$ cat src/rtl/shseq_pkg.sv
package shseq_pkg;

  typedef enum logic [1:0] {
    PH_IDLE    = 2'd0,
    PH_EXPOSE  = 2'd1,
    PH_READOUT = 2'd2
  } phase_e;

  // register addresses
  localparam int unsigned REG_EXP        = 0;
  localparam int unsigned REG_RDO        = 1;
  localparam int unsigned REG_TRIG       = 2;
  localparam int unsigned REG_POS_BASE   = 3;  // four position registers follow
  localparam int unsigned REG_SUB_MODE   = 7;
  localparam int unsigned REG_SHUT_OPEN  = 8;

  // position slots
  localparam int unsigned N_POS       = 4;
  localparam int unsigned POS_STB_ON  = 0;
  localparam int unsigned POS_STB_OFF = 1;
  localparam int unsigned POS_SHUT    = 2;
  localparam int unsigned POS_SUB     = 3;

  // trigger mask bits
  localparam int unsigned MB_STROBE = 0;
  localparam int unsigned MB_SHUT   = 1;
  localparam int unsigned MB_SUB    = 2;

endpackage

$ cat src/rtl/shseq_regs.sv
module shseq_regs
  import shseq_pkg::*;
#(
  parameter int unsigned ADDR_W = 4,
  parameter int unsigned FLD_W  = 4,
  parameter int unsigned POS_W  = 23
) (
  input  logic              clk,
  input  logic              rst_n,
  input  logic              wr_en,
  input  logic [ADDR_W-1:0] wr_addr,
  input  logic [POS_W-1:0]  wr_data,
  input  logic              vd_fall,
  input  logic              busy,
  input  logic              start,
  output logic [FLD_W-1:0]  sh_exp,
  output logic [FLD_W-1:0]  sh_rdo,
  output logic              sub_early,
  output logic              trig_pend,
  output logic              reopen_go,
  output logic [2:0]        act_mask,
  output logic              act_mode,
  output logic [POS_W-1:0]  act_pos [N_POS]
);

  logic [2:0] sh_mask;
  logic       sh_mode;
  logic       reopen_pend;

  function automatic logic hit_addr(input logic [ADDR_W-1:0] a, input int unsigned r);
    return a == ADDR_W'(r);
  endfunction

  always_ff @(posedge clk or negedge rst_n) begin
    if (!rst_n) begin
      sh_exp      <= '0;
      sh_rdo      <= '0;
      sh_mask     <= '0;
      sh_mode     <= 1'b0;
      trig_pend   <= 1'b0;
      reopen_pend <= 1'b0;
      act_mask    <= '0;
      act_mode    <= 1'b0;
    end else begin
      if (vd_fall) begin
        trig_pend   <= 1'b0;
        reopen_pend <= 1'b0;
        act_mode    <= sh_mode;
      end
      if (start) act_mask <= sh_mask;
      if (wr_en) begin
        if (hit_addr(wr_addr, REG_EXP))      sh_exp  <= wr_data[FLD_W-1:0];
        if (hit_addr(wr_addr, REG_RDO))      sh_rdo  <= wr_data[FLD_W-1:0];
        if (hit_addr(wr_addr, REG_SUB_MODE)) sh_mode <= wr_data[0];
        if (hit_addr(wr_addr, REG_SHUT_OPEN)) reopen_pend <= 1'b1;
        if (hit_addr(wr_addr, REG_TRIG) && !busy) begin
          sh_mask   <= wr_data[2:0];
          trig_pend <= 1'b1;
        end
      end
    end
  end

  assign sub_early = sh_mask[MB_SUB] & sh_mode;
  assign reopen_go = vd_fall & reopen_pend;

  for (genvar gi = 0; gi < N_POS; gi++) begin : g_pos
    logic [POS_W-1:0] stage_q;
    logic [POS_W-1:0] work_q;
    always_ff @(posedge clk or negedge rst_n) begin
      if (!rst_n) begin
        stage_q <= '0;
        work_q  <= '0;
      end else begin
        if (wr_en && hit_addr(wr_addr, REG_POS_BASE + gi)) stage_q <= wr_data;
        if (vd_fall) work_q <= stage_q;
      end
    end
    assign act_pos[gi] = work_q;
  end

endmodule

$ cat src/rtl/shseq_phase.sv
module shseq_phase
  import shseq_pkg::*;
#(
  parameter int unsigned FLD_W = 4
) (
  input  logic             clk,
  input  logic             rst_n,
  input  logic             vd_fall,
  input  logic             trig_pend,
  input  logic [FLD_W-1:0] sh_exp,
  input  logic [FLD_W-1:0] sh_rdo,
  output phase_e           phase,
  output logic             start,
  output logic             finish
);

  logic [FLD_W-1:0] cnt_q;
  logic             last_fld;

  assign last_fld = (cnt_q <= FLD_W'(1));

  always_comb begin
    start  = vd_fall && (phase == PH_IDLE) && trig_pend;
    finish = vd_fall && (phase == PH_READOUT) && last_fld;
  end

  always_ff @(posedge clk or negedge rst_n) begin
    if (!rst_n) begin
      phase <= PH_IDLE;
      cnt_q <= '0;
    end else if (vd_fall) begin
      case (phase)
        PH_IDLE: begin
          if (trig_pend) begin
            phase <= PH_EXPOSE;
            cnt_q <= sh_exp;
          end
        end
        PH_EXPOSE: begin
          if (last_fld) begin
            phase <= PH_READOUT;
            cnt_q <= sh_rdo;
          end else begin
            cnt_q <= cnt_q - FLD_W'(1);
          end
        end
        PH_READOUT: begin
          if (last_fld) phase <= PH_IDLE;
          else          cnt_q <= cnt_q - FLD_W'(1);
        end
        default: phase <= PH_IDLE;
      endcase
    end
  end

endmodule

$ cat src/rtl/shseq_pos.sv
module shseq_pos
  import shseq_pkg::*;
#(
  parameter int unsigned LINE_W = 11,
  parameter int unsigned PIX_W  = 12,
  localparam int unsigned POS_W = LINE_W + PIX_W
) (
  input  logic              clk,
  input  logic              rst_n,
  input  logic              vd_fall,
  input  logic              hd_fall,
  input  logic [PIX_W-1:0]  pix_cnt,
  input  logic [POS_W-1:0]  act_pos [N_POS],
  output logic [N_POS-1:0]  hit
);

  logic [LINE_W-1:0] line_q;

  always_ff @(posedge clk or negedge rst_n) begin
    if (!rst_n)       line_q <= '0;
    else if (vd_fall) line_q <= '0;
    else if (hd_fall) line_q <= line_q + LINE_W'(1);
  end

  for (genvar gi = 0; gi < N_POS; gi++) begin : g_cmp
    assign hit[gi] = (act_pos[gi][POS_W-1:PIX_W] == line_q) &&
                     (act_pos[gi][PIX_W-1:0] == pix_cnt);
  end

endmodule

$ cat src/rtl/shseq_outs.sv
module shseq_outs
  import shseq_pkg::*;
(
  input  logic             clk,
  input  logic             rst_n,
  input  phase_e           phase,
  input  logic             start,
  input  logic             finish,
  input  logic             reopen_go,
  input  logic [N_POS-1:0] hit,
  input  logic [2:0]       act_mask,
  input  logic             act_mode,
  input  logic             sub_early,
  output logic             strobe,
  output logic             mshut,
  output logic             vsub
);

  logic busy;
  logic stop;

  assign busy = (phase != PH_IDLE);
  assign stop = !busy || finish;

  always_ff @(posedge clk or negedge rst_n) begin
    if (!rst_n) begin
      strobe <= 1'b0;
      mshut  <= 1'b1;
      vsub   <= 1'b0;
    end else begin
      // flash strobe: off position wins over on position
      if (stop)
        strobe <= 1'b0;
      else if (act_mask[MB_STROBE] && hit[POS_STB_OFF])
        strobe <= 1'b0;
      else if (act_mask[MB_STROBE] && hit[POS_STB_ON] && phase == PH_EXPOSE)
        strobe <= 1'b1;

      // substrate bias
      if (start && sub_early)
        vsub <= 1'b1;
      else if (stop)
        vsub <= 1'b0;
      else if (act_mask[MB_SUB] && !act_mode && hit[POS_SUB])
        vsub <= 1'b1;

      // mechanical shutter: closed until an explicit reopen
      if (reopen_go)
        mshut <= 1'b1;
      else if (busy && act_mask[MB_SHUT] && hit[POS_SHUT])
        mshut <= 1'b0;
    end
  end

endmodule

$ cat src/rtl/capture_shutter_seq.sv
module capture_shutter_seq
  import shseq_pkg::*;
#(
  parameter int unsigned LINE_W = 11,
  parameter int unsigned PIX_W  = 12,
  parameter int unsigned FLD_W  = 4,
  parameter int unsigned ADDR_W = 4,
  localparam int unsigned POS_W = LINE_W + PIX_W
) (
  input  logic              clk,
  input  logic              rst_n,
  input  logic              vd_fall_i,
  input  logic              hd_fall_i,
  input  logic [PIX_W-1:0]  pix_cnt_i,
  input  logic              wr_en_i,
  input  logic [ADDR_W-1:0] wr_addr_i,
  input  logic [POS_W-1:0]  wr_data_i,
  output logic              busy_o,
  output logic              subck_en_o,
  output logic              vsg_en_o,
  output logic              vsg_readout_o,
  output logic              strobe_o,
  output logic              mshut_o,
  output logic              vsub_o
);

  logic [FLD_W-1:0] sh_exp;
  logic [FLD_W-1:0] sh_rdo;
  logic             sub_early;
  logic             trig_pend;
  logic             reopen_go;
  logic [2:0]       act_mask;
  logic             act_mode;
  logic [POS_W-1:0] act_pos [N_POS];
  logic [N_POS-1:0] hit;
  phase_e           phase;
  logic             start;
  logic             finish;

  shseq_regs #(.ADDR_W(ADDR_W), .FLD_W(FLD_W), .POS_W(POS_W)) regs_i (
    .clk       (clk),
    .rst_n     (rst_n),
    .wr_en     (wr_en_i),
    .wr_addr   (wr_addr_i),
    .wr_data   (wr_data_i),
    .vd_fall   (vd_fall_i),
    .busy      (busy_o),
    .start     (start),
    .sh_exp    (sh_exp),
    .sh_rdo    (sh_rdo),
    .sub_early (sub_early),
    .trig_pend (trig_pend),
    .reopen_go (reopen_go),
    .act_mask  (act_mask),
    .act_mode  (act_mode),
    .act_pos   (act_pos)
  );

  shseq_phase #(.FLD_W(FLD_W)) phase_i (
    .clk       (clk),
    .rst_n     (rst_n),
    .vd_fall   (vd_fall_i),
    .trig_pend (trig_pend),
    .sh_exp    (sh_exp),
    .sh_rdo    (sh_rdo),
    .phase     (phase),
    .start     (start),
    .finish    (finish)
  );

  shseq_pos #(.LINE_W(LINE_W), .PIX_W(PIX_W)) pos_i (
    .clk     (clk),
    .rst_n   (rst_n),
    .vd_fall (vd_fall_i),
    .hd_fall (hd_fall_i),
    .pix_cnt (pix_cnt_i),
    .act_pos (act_pos),
    .hit     (hit)
  );

  shseq_outs outs_i (
    .clk       (clk),
    .rst_n     (rst_n),
    .phase     (phase),
    .start     (start),
    .finish    (finish),
    .reopen_go (reopen_go),
    .hit       (hit),
    .act_mask  (act_mask),
    .act_mode  (act_mode),
    .sub_early (sub_early),
    .strobe    (strobe_o),
    .mshut     (mshut_o),
    .vsub      (vsub_o)
  );

  assign busy_o        = (phase != PH_IDLE);
  assign subck_en_o    = (phase == PH_IDLE);
  assign vsg_en_o      = (phase != PH_EXPOSE);
  assign vsg_readout_o = (phase == PH_READOUT);

endmodule

$ cat config.mk
export PLATFORM = sky130hd
export DESIGN_NAME = capture_shutter_seq
export DESIGN_NICKNAME = d
export VERILOG_FILES = /design/src/rtl/shseq_pkg.sv /design/src/rtl/shseq_regs.sv /design/src/rtl/shseq_phase.sv /design/src/rtl/shseq_pos.sv /design/src/rtl/shseq_outs.sv /design/src/rtl/capture_shutter_seq.sv
export SDC_FILE = /design/constraint.sdc
export NUM_CORES = 1
export LEC_CHECK = 0
export CORE_UTILIZATION = 60
export CTS_CLUSTER_DIAMETER = 60
export DETAILED_ROUTE_END_ITERATION = 10
export PLACE_DENSITY = 0.8
export RECOVER_POWER = 25
export SYNTH_ARGS = -nofsm -noshare
export SYNTH_HDL_FRONTEND = slang
export SYNTH_SLANG_ARGS = --single-unit
$ cat constraint.sdc
create_clock -name clk -period 2.2 [get_ports clk]
set_input_delay 0.22 -clock clk [delete_from_list [all_inputs] [get_ports clk]]
set_output_delay 0.22 -clock clk [all_outputs]
set_load 0.05 [all_outputs]
; ---- Word-level counts from Yosys, hierarchy flattened
; Cells that the tools add are included.
[totals]
register_bits = 222
inputBits = 44
output_inout_bits = 7
elab_cells = 112
[op_classes]
addsub = 2
order_cmp = 1
n_eq_ne = 23
mux = 24
bitwise = 2
n_reduce_logical = 38
[op_table]
columns = op, count
row1 = $eq A12 B12 Y1, 4
row2 = $eq A11 B11 Y1, 4
row3 = $mux W11, 2
row4 = $logic_and A1 B1 Y1, 21
row5 = $eq A4 B3 Y1 const B, 4
row6 = $mux W1, 14
row7 = $mux W4, 3
row8 = $pmux W4 S3, 1
row9 = $add A11 B1 Y11 const B, 1
row10 = $reduce_bool A3 Y1, 3
row11 = $eq A4 B2 Y1 const B, 2
row12 = $reduce_and A2 Y1, 4
row13 = $reduce_and A4 Y1, 2
row14 = $mux W2, 3
row15 = $ne A2 B1 Y1 const B, 3
row16 = $pmux W2 S3, 1
row17 = $reduce_bool A2 Y1, 3
row18 = $eq A4 B1 Y1 const B, 1
row19 = $eq A4 B4 Y1 const B, 1
row20 = $le A4 B1 Y1 const B, 1
row21 = $logic_not A4 Y1, 1
row22 = $ne A2 B2 Y1 const B, 2
row23 = $sub A4 B1 Y4 const B, 1
row24 = $and A1 B1 Y1, 2
row25 = other kinds (5), 6

; ---- Depth between registers and ports, before layout
[logic_depth]
ltp_word = 7
mapped_depth = 7
ltp_nobuf = 7

; ---- Hierarchy
; Synthesis repeated with hierarchy kept, for this count alone.
[hier_totals]
cells_unflattened = 716
area_unflattened_um2 = 9993.3
[modules_own_cells]
columns = module, n_inst, cells_each, area_per_inst_um2, seq_area_each_um2
row1 = shseq_regs, 1, 443, 7524.7, 5054.8
row2 = shseq_pos, 1, 188, 1677.9, 275.3
row3 = shseq_phase, 1, 68, 618.1, 150.1
row4 = shseq_outs, 1, 13, 150.1, 76.3
row5 = capture_shutter_seq, 1, 4, 22.5, 0.0

; ---- Least setup slack after synthesis
; No wires, ideal clock.
[synth_timing]
kind = flip-flop to flip-flop
startpoint = register phase_i.phase[0]
endpoint = register phase_i.cnt_q[0]
setup_time_ns = 0.121
arrival_ns = 2.174
t_required_ns = 2.079
setup_slack_ns = -0.095
path_stages_with_launch = 8
n_path_buf = 0
period_less_slack_ns = 2.295
cell_sequence = dfrtp_1 > inv_1 > ha_1 > inv_1 > o21ai_0 > a211o_1 > nor2_1 > a22o_1
[synth_via]
elab_chain_cells = 3
elab_cells_between_ends = 8
classes_between = eq/ne (4) / mux (1) / reduce/logical (3)
[synth_rtl]
columns = item, line
row1 = "start, declared", shseq_phase.sv:12  ; output phase_e phase,
row2 = "start signal, assigned", shseq_phase.sv:29  ; phase <= PH_IDLE;
row3 = "start signal, assigned", shseq_phase.sv:35  ; phase <= PH_EXPOSE;
row4 = "start signal, assigned", shseq_phase.sv:41  ; phase <= PH_READOUT;
row5 = $logic_not A2 Y1 (*), -
row6 = via subck_en_o, capture_shutter_seq.sv:19  ; output logic subck_en_o,
row7 = $ne A2 B1 Y1 (no source line) or $reduce_bool A3 Y1 (tied branches), -
row8 = $reduce_and A4 Y1 (no source line), -
row9 = "end signal, assigned", shseq_phase.sv:36  ; cnt_q <= sh_exp;
row10 = "end signal, assigned", shseq_phase.sv:42  ; cnt_q <= sh_rdo;
row11 = "end signal, assigned", shseq_phase.sv:44  ; cnt_q <= cnt_q - FLD_W'(1);
row12 = "end, declared", shseq_phase.sv:17  ; logic [FLD_W-1:0] cnt_q;
; The timed path passes the listed nets; every way through them passes the cells marked *.
; A chain may end at the register's enable or synchronous reset.

; ---- Worst setup path after layout
[layout_timing]
startpoint = register outs_i.mshut
endpoint = output port mshut_o
[layout_lines]
columns = item, line
row1 = "start, declared", shseq_outs.sv:15  ; output logic mshut,
row2 = "start signal, assigned", shseq_outs.sv:28  ; mshut <= 1'b1;
row3 = "start signal, assigned", shseq_outs.sv:49  ; mshut <= 1'b1;
row4 = "start signal, assigned", shseq_outs.sv:51  ; mshut <= 1'b0;
row5 = "end, declared", capture_shutter_seq.sv:23  ; output logic mshut_o,
; No word-level cell between the ends.

==> metrics <==
die area 0.0170 mm^2; Die H 130 um; Distinct cells, synth 43; Setup WS post-layout 123 ps; Buf/Inv on CP 1; Main synth FF type dfrtp_1; syn nets 751; EDFF count, synth 0; Mapped Cells 699; routed wire length 21900 um; Setup Buffers After CTS 0; global routing usage on met2 0.445; Slew @ Worst Pin 1210 ps; Final Net Count 809; final core occ 0.710; Vias per Instance 5.83; WL per Instance 22.1 um; Worst Hold Class in -> reg; DR iter-0 viols 205; Required @ worst endpoint 1980 ps; maximum vdd drop 0.628 mV; Final Power 12.6 mW; P_sw 3.69 mW; GRT Overall Usage 0.271; cell row count 46; power per standard cell area 1110 mW/mm^2; #FFs+latches synth 222; clk slew on worst S/H paths 60 ps; fmax 0.481 GHz; Worst-Skew Late Latency 510 ps; CP top delay family buffers and inverters; antenna diode count 0; GR peak layer met2; setup TNS 0 ps; Syn-to-layout area delta 15.1%; Leakage 4.97 nW; Port Buffers 50; Max Slew Vio Count 0; clk_skew 10.6 ps; mapped cell area 0.00987 mm^2; FF-to-FF Start pos_i.line_q[2]; Max-Cap Viols 0; Clock Path Buffers 3; Area after DPL 0.0106 mm^2; Inserted Clock Buffers 23; Final Non-Filler Cells 989; critical path class reg -> out; Final Critical Period 2080 ps; startpoint types flop; Sink Count 222; placed insts 947; H-Tree Level Count 1; asr flop ratio synth 1.00; GR Layer Usage met3 0.0463; footprint of the multi-input gates 0.00407 mm^2; register area 0.00556 mm^2; Crit Path Max Fanout 2; largest net degree at the start of global routing 78; Setup crit end kind primary output; GPL Wtd Cong 0.862; Hold Fails Final Rpt 0; fillers 1093; share of layout cells above drive strength 1 0.339; initial core utilization 0.617; Worst slew margin 0.191; CP Launch Point outs_i.mshut; combinational power share 0.226; max incr delay on CP 810 ps; drt drc 0; WHS 409 ps; clock power share 0.314; Core Region 0.0160 mm^2; Syn Area/Cell 14.1 um^2; Int Pwr 8.94 mW; first-pass GRT wire length 34200 um; DR vias 5767; YS warnings 0; Routed Antenna Nets 0; M1 GR Usage 0.363; worst slack, placed -154 ps; endpoints failing setup 0; register area share after synthesis 0.563; CTS tree yes; hold_sp wr_data_i[22]; RSZ-0062 raised after global routing false; vias in the first global route 6114; initial antenna violation count 0; CP cell instances clkdlybuf4s50_1; Seq pwr share 0.460; Crit path arrival time 1860 ps; remaining global-route overflow 0; Final Cycle Share 0.944; status finished, final reports clean; Clock Tree Root clkbuf_16; Final Cell Area 0.0114 mm^2; hpwl dp 14500 um; Ports 51; first drt pass iteration count 5; crit path max-delay cell type clkdlybuf4s50_1; die extent in x 130 um; sw frac 0.292
## cell families (layout without fill, tap and decap cells)
family | Yosys count | after routing | synth area share
flip-flops | 222 | 222 | 0.563
multiplexers | 203 | 203 | 0.239
XOR/XNOR | 102 | 102 | 0.0905
AND/OR/NAND/NOR | 90 | 90 | 0.0539
buffers and inverters | 45 | 119 | 0.0252
AO/OA/AOI/OAI | 29 | 29 | 0.0186
adder cells (fa/ha/maj) | 8 | 8 | 0.0101
## registers in the layout, indices dropped and copies added, names as in the netlist
name,count
outs_i.strobe,1
phase_i.cnt_q,4
pos_i.line_q,11
regs_i.act_mask,3
regs_i.sh_mode,1
regs_i.trig_pend,1
outs_i.vsub,1
outs_i.mshut,1
regs_i.g_pos.stage_q,92
phase_i.phase,2
regs_i.sh_exp,4
regs_i.sh_mask,3
regs_i.reopen_pend,1
regs_i.g_pos.work_q,92
regs_i.sh_rdo,4
regs_i.act_mode,1
## layout make-up
type	count	share of cell area
Timing Repair Buffer	68	0.0582
Clock inverter	11	0.0128
Multi-Input combinational cell	432	0.358
Tap cell	216	0.0238
Sequential cell	222	0.489
Clock buffer	30	0.0547
Inverter	10	0.00330
## power by group through the flow
| stage | Combinational (mW) | Sequential [mW] | Clock, mW |
|---|---|---|---|
| after floorplan | 2.06 | 5.61 | 0 |
| after global placement | 2.73 | 5.77 | 0 |
| after CTS | 2.88 | 5.80 | 4.02 |
| final | 2.86 | 5.80 | 3.96 |
| after global routing | 3.07 | 5.91 | 4.18 |
| after detailed placement | 2.84 | 5.84 | 0 |
## final timing paths
check	cells after the start	to	slack [ps]
max reg2reg	5	outs_i.mshut	130
min in group asynchronous	2	phase_i.cnt_q[2]	490
max	1	mshut_o	120
min reg2reg	1	regs_i.g_pos[1].work_q[7]	500
min	2	regs_i.g_pos[2].stage_q[22]	410
max in group asynchronous	3	regs_i.act_mask[2]	730
## metal layers
layer / up-vias / share of wire
li1: 2563 / -
met1: 3017 / 0.43
met2: 146 / 0.49
met3: 41 / 0.048
met4: 0 / 0.028
met5: - / 0
## synthesized netlist by cell type (all sizes together), types with 5 or more instances
cell / n / area share
a21oi: 7 / 0.0035
clkbuf: 7 / 0.0027
xor2: 45 / 0.040
nand2: 10 / 0.0041
mux2: 201 / 0.24
nor4: 12 / 0.0076
nand4: 19 / 0.012
nor3: 5 / 0.0030
ha: 8 / 0.010
buf: 28 / 0.019
nand3: 7 / 0.0035
nor2: 22 / 0.0084
xnor2: 57 / 0.051
inv: 10 / 0.0038
o21ai: 8 / 0.0041
dfrtp: 221 / 0.56
## cell usage in the layout, fill, tap and decap left out, types with 8 or more instances in the layout
cell / n
mux2_4: 20
mux2_2: 176
nor2_1: 22
inv_1: 10
dfrtp_1: 221
xnor2_1: 57
o21ai_0: 8
clkdlybuf4s50_1: 44
nor4_1: 12
nand4_1: 19
nand2_1: 9
buf_4: 13
clkbuf_16: 23
xor2_1: 45
## what timing repair did
| action | CTS | global route |
|---|---|---|
| hold buffers | 1 | 0 |
| hold endpoints to repair | 73 | 0 |
| resized for setup | 1 | 0 |
| endpoints found under the setup margin | 1 | 0 |
Note: power is estimated with default switching activity, not from simulation.
